==> src/rtl/gain_ctl_pkg.sv <==
package gain_ctl_pkg;
  localparam int FINE_W   = 4;
  localparam int COARSE_W = 4;
  localparam int WORD_W   = FINE_W + COARSE_W + 1;
  localparam int GAIN_W   = 7;
  localparam int STEP_HDB = 3;

  typedef struct packed {
    logic                atten;
    logic [COARSE_W-1:0] coarse;
    logic [FINE_W-1:0]   fine;
  } gain_word_t;
endpackage

==> src/rtl/gc_sync.sv <==
module gc_sync #(
  parameter int W      = 4,
  parameter int STAGES = 2
) (
  input  logic         clk_i,
  input  logic         rst_ni,
  input  logic [W-1:0] d_i,
  output logic [W-1:0] q_o
);
  logic [W-1:0] stage_q [STAGES];

  for (genvar s = 0; s < STAGES; s++) begin : g_stage
    always_ff @(posedge clk_i or negedge rst_ni) begin
      if (!rst_ni) stage_q[s] <= '0;
      else if (s == 0) stage_q[s] <= d_i;
      else stage_q[s] <= stage_q[(s == 0) ? 0 : s-1];
    end
  end

  assign q_o = stage_q[STAGES-1];
endmodule

==> src/rtl/gc_shift_reg.sv <==
module gc_shift_reg
  import gain_ctl_pkg::*;
(
  input  logic       clk_i,
  input  logic       rst_ni,
  input  logic       shift_i,
  input  logic       fall_i,
  input  logic       load_i,
  input  logic       sdi_i,
  input  gain_word_t load_word_i,
  output gain_word_t word_o,
  output logic       sod_o
);
  logic [WORD_W-1:0] sreg_q;
  logic              sod_q;

  // load beats shift; rise and fall never coincide
  always_ff @(posedge clk_i or negedge rst_ni) begin
    if (!rst_ni) begin
      sreg_q <= '0;
      sod_q  <= 1'b0;
    end else if (load_i) begin
      sreg_q <= load_word_i;
      sod_q  <= load_word_i.fine[0];
    end else if (shift_i) begin
      sreg_q <= {sdi_i, sreg_q[WORD_W-1:1]};
    end else if (fall_i) begin
      sod_q  <= sreg_q[0];
    end
  end

  assign word_o = gain_word_t'(sreg_q);
  assign sod_o  = sod_q;
endmodule

==> src/rtl/gc_latch.sv <==
module gc_latch
  import gain_ctl_pkg::*;
(
  input  logic       clk_i,
  input  logic       rst_ni,
  input  logic       cap_i,
  input  gain_word_t word_i,
  output gain_word_t word_o
);
  gain_word_t hold_q;

  always_ff @(posedge clk_i or negedge rst_ni) begin
    if (!rst_ni)    hold_q <= '0;
    else if (cap_i) hold_q <= word_i;
  end

  assign word_o = hold_q;
endmodule

==> src/rtl/gc_gain_decode.sv <==
module gc_gain_decode
  import gain_ctl_pkg::*;
(
  input  gain_word_t        word_i,
  output logic [GAIN_W-1:0] gain_o
);
  logic [GAIN_W-1:0] mag;

  always_comb begin
    mag    = GAIN_W'(word_i.coarse) * GAIN_W'(STEP_HDB);
    gain_o = word_i.atten ? (~mag + 1'b1) : mag;
  end
endmodule

==> src/rtl/serial_gain_ctl.sv <==
module serial_gain_ctl
  import gain_ctl_pkg::*;
#(
  parameter int SYNC_STAGES = 2
) (
  input  logic                     clk_i,
  input  logic                     rst_ni,
  input  logic                     ser_mode_i,
  input  logic                     sck_i,
  input  logic                     sdi_i,
  input  logic                     lat_in_i,
  input  logic                     lat_out_i,
  output logic                     sod_o,
  input  logic                     par_atten_i,
  input  logic [COARSE_W-1:0]      par_coarse_i,
  input  logic [FINE_W-1:0]        par_fine_i,
  output logic                     atten_o,
  output logic [COARSE_W-1:0]      coarse_o,
  output logic [FINE_W-1:0]        fine_o,
  output logic signed [GAIN_W-1:0] gain_hdb_o
);
  localparam int N_PIN = 4;
  localparam int I_SCK = 0, I_SDI = 1, I_LIN = 2, I_LOUT = 3;

  logic [N_PIN-1:0] pin_raw, pin_s;
  logic             sck_prev_q, lin_prev_q, lout_prev_q;
  logic             sck_rise, sck_fall, lin_rise, lout_rise;
  logic             shift_en, fall_en, load_en, cap_en;
  gain_word_t       sreg_word, latch_word, par_word, sel_word;
  logic [GAIN_W-1:0] gain_raw;

  assign pin_raw = {lat_out_i, lat_in_i, sdi_i, sck_i};

  gc_sync #(.W(N_PIN), .STAGES(SYNC_STAGES)) u_sync (
    .clk_i (clk_i),
    .rst_ni(rst_ni),
    .d_i   (pin_raw),
    .q_o   (pin_s)
  );

  always_ff @(posedge clk_i or negedge rst_ni) begin
    if (!rst_ni) begin
      sck_prev_q  <= 1'b0;
      lin_prev_q  <= 1'b0;
      lout_prev_q <= 1'b0;
    end else begin
      sck_prev_q  <= pin_s[I_SCK];
      lin_prev_q  <= pin_s[I_LIN];
      lout_prev_q <= pin_s[I_LOUT];
    end
  end

  assign sck_rise  = pin_s[I_SCK]  & ~sck_prev_q;
  assign sck_fall  = ~pin_s[I_SCK] &  sck_prev_q;
  assign lin_rise  = pin_s[I_LIN]  & ~lin_prev_q;
  assign lout_rise = pin_s[I_LOUT] & ~lout_prev_q;

  // serial events are dropped while the direct pins own the outputs
  assign shift_en = ser_mode_i & sck_rise;
  assign fall_en  = ser_mode_i & sck_fall;
  assign load_en  = ser_mode_i & lout_rise;
  assign cap_en   = ser_mode_i & lin_rise;

  gc_shift_reg u_sreg (
    .clk_i      (clk_i),
    .rst_ni     (rst_ni),
    .shift_i    (shift_en),
    .fall_i     (fall_en),
    .load_i     (load_en),
    .sdi_i      (pin_s[I_SDI]),
    .load_word_i(latch_word),
    .word_o     (sreg_word),
    .sod_o      (sod_o)
  );

  gc_latch u_latch (
    .clk_i (clk_i),
    .rst_ni(rst_ni),
    .cap_i (cap_en),
    .word_i(sreg_word),
    .word_o(latch_word)
  );

  assign par_word = '{atten: par_atten_i, coarse: par_coarse_i, fine: par_fine_i};
  assign sel_word = ser_mode_i ? latch_word : par_word;

  gc_gain_decode u_dec (
    .word_i(sel_word),
    .gain_o(gain_raw)
  );

  assign atten_o    = sel_word.atten;
  assign coarse_o   = sel_word.coarse;
  assign fine_o     = sel_word.fine;
  assign gain_hdb_o = $signed(gain_raw);
endmodule

==> config.mk <==
export PLATFORM = sky130hd
export DESIGN_NAME = serial_gain_ctl
export DESIGN_NICKNAME = d
export VERILOG_FILES = /design/src/rtl/gain_ctl_pkg.sv /design/src/rtl/gc_sync.sv /design/src/rtl/gc_shift_reg.sv /design/src/rtl/gc_latch.sv /design/src/rtl/gc_gain_decode.sv /design/src/rtl/serial_gain_ctl.sv
export SDC_FILE = /design/constraint.sdc
export NUM_CORES = 1
export LEC_CHECK = 0
export BUFFER_PORTS_ARGS = -buffer_cell sky130_fd_sc_hd__buf_2
export CORE_ASPECT_RATIO = 0.5
export CORE_MARGIN = 3
export CORE_UTILIZATION = 27
export DETAILED_ROUTE_END_ITERATION = 7
export GPL_TIMING_DRIVEN = 0
export PLACE_DENSITY_LB_ADDON = 0.2
export SETUP_SLACK_MARGIN = 0.5
export SYNTH_ARGS = -nofsm -noshare
export SYNTH_HDL_FRONTEND = slang
export SYNTH_SLANG_ARGS = --single-unit
==> constraint.sdc <==
create_clock -name clk_i -period 3.3 [get_ports clk_i]
set_input_delay 0.66 -clock clk_i [delete_from_list [all_inputs] [get_ports clk_i]]
set_output_delay 0.66 -clock clk_i [all_outputs]
set_load 0.05 [all_outputs]
# Word-level counts from Yosys, hierarchy flattened
# Index checks and enable logic that the tools add are counted.
# Widths: inputs -> output; s select.
# totals
regBits	30
input_bits	16
output_inout_bits	17
word_cells	36
# op_classes
add_sub_neg	1
mul	1
n_eq_ne	1
muxes	7
n_bitwise	13
reduce_logical	3
# op_table
operator	n
$mux 9	3
$and 1x1->1	8
$add 7x1->7 const B	1
$mux 7	1
$not 6->7	1
$mul 4x2->6 const B	1
$not 1->1	4
$reduce_bool 2->1	2
$mux 1	3
$ne 2x1->1 const B	1
$reduce_and 2->1	1

# Depth between registers and ports, before layout
# Gate-level depths: netlist of run 1.
# depth
ltp_word	6
mapped_depth	10

# By module
# A second synthesis of run 1 with hierarchy kept.
# unflattened
cells_unflattened	127
area_unflattened_um2	1631.6
# modules_own_cells
module	n_inst	cells_per_inst	area_per_inst_um2	seq_area_each_um2
gc_shift_reg	1	44	478.0	250.2
gc_latch	1	19	371.6	225.2
gc_gain_decode	1	35	301.5	0.0
serial_gain_ctl	1	17	250.2	75.1
gc_sync	1	12	230.2	200.2

# Least setup slack after synthesis of run 1
# OpenSTA, ideal clock, no wires.
# synth_path
kind	input -> output
startpoint	input port ser_mode_i
endpoint	output port gain_hdb_o[4]
arrival_time_ns	3.543
t_required_ns	2.640
slack_ns	-0.903
stages	8
n_path_buf	1
path_cell_list	buf_2 > mux2i_1 > inv_1 > ha_1 > and3b_1 > or4_1 > and2_1 > xnor2_1
# synth_between
elab_chain_len	5
# synth_rtl
item	line	text
start: declaration	serial_gain_ctl.sv:8	input logic ser_mode_i,
$mux 9 *	serial_gain_ctl.sv:85	assign sel_word = ser_mode_i ? latch_word : par_word;
via coarse_o[1]	serial_gain_ctl.sv:18	output logic [COARSE_W-1:0] coarse_o,
$mul 4x2->6 *	gc_gain_decode.sv:10	mag = GAIN_W'(word_i.coarse) * GAIN_W'(STEP_HDB);
$not 6->7	gc_gain_decode.sv:11	gain_o = word_i.atten ? (~mag + 1'b1) : mag;
$add 7x1->7	gc_gain_decode.sv:11	
$mux 7 *	gc_gain_decode.sv:11	
end: declaration	serial_gain_ctl.sv:20	output logic signed [GAIN_W-1:0] gain_hdb_o
# Mark *: on every way through the listed nets, which the timed path passes. The rest lies on a longest branch.

# Worst setup path in the final report of run 1
# layout_path
startpoint	input port ser_mode_i
endpoint	output port gain_hdb_o[4]
# layout_between
elab_chain_len	5
# layout_rtl
item	line
$mux 9 *	serial_gain_ctl.sv:85
$mul 4x2->6	gc_gain_decode.sv:10
$not 6->7	gc_gain_decode.sv:11
$add 7x1->7	gc_gain_decode.sv:11
$mux 7 *	gc_gain_decode.sv:11
# Every way passes the cells marked *; elsewhere a longest branch is shown, timed or not.

==> results.yml, run 1 <==
run_status:
  status: "complete, but fails checks"
  violations: "negative setup slack"
route:
  dr_wl_met3_um: 130
  drt_iter0_markers: 34
  routed.top_layer: "met3"
  wl_met2_mm: 1.37
  vias: 1074
  wl_met1_mm: 1.55
  routed_via_density: 4.37
  drt-total-wl_mm: 3.05
  wl_per_cell_um: 12.4
  ant_nets: 0
  drtPass1Iterations: 4
  drc: 0
clock_network:
  cts_max_level: 2
  hold_buffers: 0
  cts_sinks: 30
  clkTransAtPathRegs_ns: 0.06
  numCtsBuffers: 5
  cts_buffer_depth: 2
  tritoncts: "yes"
  insertion_delay_ns: 0.28
  root_buffer: "clkbuf_8"
yosys:
  muxShareOfSynthArea_pct: 16.4
  syn_avg_cell_area_um2: 11.5
  yosysUniqueCellTypes: 25
  synthAdderAreaFrac_pct: 6.51
  synthesis.nets: 150
  synth-xor-area-share_pct: 3.60
  synth-seq-cells: 30
  synth-compound-area-share_pct: 7.46
  ys_top_cells_by_area: "dfrtp_1 51%, mux2_2 12%, ha_1 5.1%, mux2i_1 4.8%, nand2_1 4.4%"
  synth_warnings: 0
  netlist_instances: 127
  yosysSeqAreaShare_pct: 51.4
  syn-cell-area_um2: 1460
  yosysTopAreaCell: "dfrtp_1"
  netlist.area_leader.share_pct: 51.4
  synth_top_family_by_area: "multiplexers"
  synthSimpleGateAreaFrac_pct: 10.7
finish:
  drive_gt1_share_pct: 54.0
  stdcell_area_um2: 2170
  antenna_cells: 0
  fill_cells: 505
  area_growth_pct: 48.6
  final_net_count: 198
critical_path:
  r2r_start: "sck_prev_q"
  critPathMostFrequentCell: "buf_12"
  endpoint_kind: "primary output"
  worstSetupPathType: "in2out"
  r2r_end: "u_sreg.word_o[7]"
  cp_max_fo: 4
  slowest_delay_ns: 0.51
  r2r_slack_ns: 1.81
  cpMaxStageDelayCell: "or4_4"
  reg2reg_depth: 4
  startpoint_type: "input pin"
  path_buf_inv: 4
  crit_family: "simple AND/OR/NAND/NOR gates"
  cp.required_ns: 2.64
  cp_cell_sequence: "buf_12, buf_12, mux2i_4, inv_2, ha_4, and3b_1, or4_4, and2_4, xnor2_4, buf_6"
  cp_data_arrival_time_ns: 2.68
floorplan:
  core_area_um2: 5070
  die_area_um2: 6380
  fp.dieH_um: 58
  rows: 18
  ios: 33
  start_util_pct: 28.8
  dieWidth_um: 110
timing:
  setup_viol: 3
  setup_ws_ns: -0.0408
  rsz0062_at_grt: "yes"
  setup_tns_ns: -0.0653
  hold_viol: 0
  worst_slew_pin_slew_ns: 0.661
  slew_violations: 0
  period_share_pct: 101
  period_needed_ns: 3.34
  fin_skew_ns: 0.00987
  holdWs_ns: 0.347
  max_freq_ghz: 0.299
  slew_headroom_pct: 56.0
place:
  portBuffers: 32
  finalWeightedCongestion: 0.716
  placed_area_um2: 1830
  hpwl_mm: 2.17
  dp_slack_ns: -0.434
hold_path:
  hold_end: "u_sync.q_o[1]"
  worstHoldStart: "u_sync.stage_q[5]"
  hp-class: "reg2reg"
  worst_hold_path.num_cells: 0
global_route:
  antenna_found_initial: 0
  grt_usage_pct: 10.7
  grt_pass1_wl_mm: 5.20
  gr-total-overflow: 0
  grt_pass1_vias: 1072
  grt_max_degree: 31
job:
  maxCapViolCount: 0
power_and_ir_drop:
  p_per_area_nw_per_um2: 710
  peakVddDrop_v: 0.000425
  leakage_uw: 0.00105
==> cells by family (layout without fill, tap and decap cells) <==
kind of cell | Yosys count | in the layout
buffers and inverters | 14 | 63
muxes | 22 | 22
adders and majority gates | 7 | 7
and+or+nand+nor | 31 | 31
xor gates and xnor gates | 6 | 6
DFF | 30 | 30
AOI/OAI and AO/OA | 17 | 17
==> worst max-delay path by stage <==
stage / start / endpoint / slack, ns / depth (start not counted)
2_1_floorplan: ser_mode_i / gain_hdb_o[5] / -0.18 / 9
3_3_place_gp: ser_mode_i / gain_hdb_o[5] / -0.44 / 10
3_5_place_dp: ser_mode_i / gain_hdb_o[4] / -0.43 / 11
4_1_cts: ser_mode_i / gain_hdb_o[4] / -0.07 / 10
5_1_grt: ser_mode_i / gain_hdb_o[4] / -0.11 / 10
6_report: ser_mode_i / gain_hdb_o[4] / -0.04 / 10
==> power breakdown <==
group	total, uW	leakage, uW	internal [uW]	switching [uW]
clock network	340	0.0000575	210	129
registers	453	0.000387	412	40.8
logic	747	0.000607	309	438
==> Yosys cell counts <==
cell and instances:
nor2_1 2, or4_1 1, clkbuf_1 2, buf_2 1, xnor2_1 5, a22oi_1 7
a31oi_1 3, mux2_2 15, nor2b_1 2, dfrtp_1 30, ha_1 6, and3b_1 2
fa_1 1, and2_1 1, inv_1 10, mux2i_1 7, o31ai_1 1, a21oi_1 4
o21ai_0 2, nand2_1 17, nor4b_1 1, xor2_1 1, buf_4 1, nor3_1 2
nand3b_1 3
==> worst register-to-register path, stage by stage, from the launching register on <==
cell and delay (ns):
dfrtp_1 0.37, nand3b_1 0.25, a21oi_1 0.53, a22oi_1 0.19
nand2_1 0.09
==> cell type report <==
cell class                      count  area [um^2]  area share, %
Clock buffer                        8          110           5.07
Multi-Input combinational cell     83          877           40.4
Inverter                           10         40.0           1.85
Buffer                              4         35.0           1.61
Sequential cell                    30          751           34.6
Tap cell                           70         87.6           4.04
Timing Repair Buffer               41          269           12.4
==> per-stage QoR <==
| stage | std cells | total power, uW | util, % |
|---|---|---|---|
| 5_1_grt | 246 | 1630 | 42.8 |
| 6_report | 246 | 1540 | 42.8 |
| 3_5_place_dp | 229 | 1060 | 36.2 |
| 2_1_floorplan | 127 | 944 | - |
| 3_3_place_gp | 229 | 1050 | 36.2 |
| 4_1_cts | 244 | 1540 | 42.3 |
==> cells in the final DEF, fill, tap and decap left out, types with 2 or more instances in the layout <==
cell      synthesis  layout
nor2b_1           2       2
clkbuf_1          2       2
nand3b_1          3       3
dfrtp_1          30      30
inv_2             0       4
buf_4             1      12
o21ai_0           2       2
a22oi_1           7       7
buf_2             1      25
a31oi_4           0       2
and3b_1           2       2
mux2i_4           0       4
clkbuf_8          0       8
mux2_2           15      15
ha_1              6       2
ha_4              0       3
inv_1            10       5
xnor2_2           0       4
mux2i_1           7       2
a21oi_1           4       3
buf_12            0       2
buf_6             0       3
nor2_1            2       2
nand2_1          17      17
==> repair_timing <==
item | CTS | global route
pin swaps | 7 | 1
endpoints found under the hold margin | 0 | 0
buffers inserted | 7 | 2
gates resized for setup | 28 | 3
setup endpoints to repair | 6 | 6
==> state kept, by name, indices dropped and copies added, names as in the netlist <==
| register | count |
|---|---|
| lin_prev_q | 1 |
| lout_prev_q | 1 |
| sck_prev_q | 1 |
| u_latch.word_o | 9 |
| u_sreg.sod_o | 1 |
| u_sreg.word_o | 9 |
| u_sync.q_o | 4 |
| u_sync.stage_q | 4 |
==> metal layers <==
metal	vias up	global-route usage, %
met2	23	15.8
met1	517	15.0
met5	-	0
met4	0	4.26
met3	0	3.00
li1	534	-
No activity file was read; power rests on OpenSTA's default activity.
==> run 2, diff against run 1 <==
--- a/config.mk
+++ b/config.mk
@@ -6,9 +6,8 @@
 export NUM_CORES = 1
 export LEC_CHECK = 0
 export BUFFER_PORTS_ARGS = -buffer_cell sky130_fd_sc_hd__buf_2
-export CORE_ASPECT_RATIO = 0.5
 export CORE_MARGIN = 3
-export CORE_UTILIZATION = 27
+export CORE_UTILIZATION = 57
 export DETAILED_ROUTE_END_ITERATION = 7
 export GPL_TIMING_DRIVEN = 0
 export PLACE_DENSITY_LB_ADDON = 0.2
==> constraint.sdc (replaced) <==
create_clock -name clk_i -period 4.3 [get_ports clk_i]
set_input_delay 0.86 -clock clk_i [delete_from_list [all_inputs] [get_ports clk_i]]
set_output_delay 0.86 -clock clk_i [all_outputs]
set_load 0.01 [all_outputs]
==> results.yml, run 2 (synthesis gave the netlist of run 1 again) <==
clock_network:
  cts_sinks: 30
  hold_buffers: 0
  tritoncts: "yes"
  cts_max_level: 2
  clkTransAtPathRegs_ns: 0.09
  numCtsBuffers: 5
  root_buffer: "clkbuf_4"
  cts_buffer_depth: 2
  insertion_delay_ns: 0.32
job:
  maxCapViolCount: 0
timing:
  worst_slew_pin_slew_ns: 0.728
  hold_viol: 0
  fin_skew_ns: 0.00421
  rsz0062_at_grt: "yes"
  setup_tns_ns: 0
  period_needed_ns: 3.81
  holdWs_ns: 0.354
  setup_viol: 0
  period_share_pct: 88.5
  max_freq_ghz: 0.263
  slew_violations: 0
  slew_headroom_pct: 50.1
global_route:
  antenna_found_initial: 0
  grt_pass1_wl_mm: 5.66
  gr-total-overflow: 0
  grt_usage_pct: 24.0
  grt_pass1_vias: 1170
  grt_max_degree: 31
critical_path:
  slowest_delay_ns: 0.52
  path_buf_inv: 4
  cp_data_arrival_time_ns: 2.95
  worstSetupPathType: "in2out"
  r2r_slack_ns: 2.69
  reg2reg_depth: 4
  crit_family: "simple AND/OR/NAND/NOR gates"
  cp_cell_sequence: "buf_12, buf_12, mux2i_4, buf_6, ha_4, and3b_2, or4_4, and2_4, xnor2_2, buf_2"
  worst-path-stages: 10
  endpoint_kind: "primary output"
  cp.required_ns: 3.44
  cp_max_fo: 5
  startpoint_type: "input pin"
  critPathMostFrequentCell: "buf_12"
  cpMaxStageDelayCell: "or4_4"
run_status:
  status: "complete, no violations"
finish:
  final_net_count: 199
  final_common_cell: "buf_2"
  final_cells: 204
  final_cell_mix: "31 x buf_2, 30 x dfrtp_1, 17 x nand2_1"
  area_growth_pct: 34.4
  antenna_cells: 0
  drive_gt1_share_pct: 49.4
floorplan:
  dieWidth_um: 56.6
  rows: 17
  core_area_um2: 2320
  ios: 33
  fp.dieH_um: 56.6
  start_util_pct: 63.0
  die_area_um2: 3200
route:
  ant_nets: 0
  vias: 1199
  drt_iter0_markers: 41
  drt-total-wl_mm: 3.80
  wl_per_cell_um: 18.6
  routed_via_density: 5.88
  drtPass1Iterations: 4
  drc: 0
power_and_ir_drop:
  leakage_uw: 0.00100
  p_per_area_nw_per_um2: 447
  peakVddDrop_v: 0.000357
hold_path:
  hp-class: "reg2reg"
  worst_hold_path.num_cells: 0
place:
  hpwl_mm: 2.29
  finalWeightedCongestion: 0.826
  portBuffers: 32
  post-place-cells: 187
run 2: changes by cell type in the layout (fill, tap and decap cells not counted), sizes merged:
cell / delta
clkinv: +2
buf: +2
clkbuf: -4
run 2: timing repair:
action / CTS / global route
setup endpoints to repair: 5 / 3
setup buffers: 8 / 2
pin swaps: 8 / 7
endpoints found under the hold margin: 0 / 0
resized for setup: 30 / 7
run 2: per-layer routing:
layer,up-vias,track usage (%),wire length [um]
met5,-,0,0
met4,0,6.44,80
met3,14,6.21,199
met2,56,44.2,2150
met1,591,26.9,1380
li1,538,-,-
run 2: layout make-up:
cell class | instances | area (um^2)
tap | 28 | 35.0
inverter | 10 | 37.5
buffer | 4 | 35.0
sequential | 30 | 751
clock inverter | 2 | 10.0
multi-input combinational | 83 | 802
fill | 108 | 357
clock buffer | 5 | 37.5
timing repair buffer | 42 | 254
run 2: power by group:
part | total (uW) | internal, uW | leakage (uW) | switching, uW
Clock | 149 | 58.6 | 0.0000308 | 90.8
Sequential | 350 | 316 | 0.000387 | 34.1
Combinational | 377 | 184 | 0.000582 | 193
run 2: through the flow:
stage | utilization, % | cell area [um^2] | worst slack [ns] | power (uW)
floorplan | - | 1460 | 0.500 | 514
global placement | 71.4 | 1660 | 0.166 | 594
detailed placement | 71.4 | 1660 | 0.0188 | 611
CTS | 82.7 | 1920 | 0.491 | 834
global route | 84.6 | 1960 | 0.447 | 930
finish | 84.6 | 1960 | 0.493 | 876
run 2: path summary, 6_finish.rpt:
check | to | from
worst max-delay path | gain_hdb_o[4] | ser_mode_i
worst min-delay path | u_sync.q_o[2] | u_sync.stage_q[6]
worst max register to register | u_sreg.word_o[5] | sck_prev_q
worst min register to register | u_sync.q_o[2] | u_sync.stage_q[6]
max in group asynchronous | u_latch.word_o[7] | rst_ni
min in group asynchronous | sck_prev_q | rst_ni
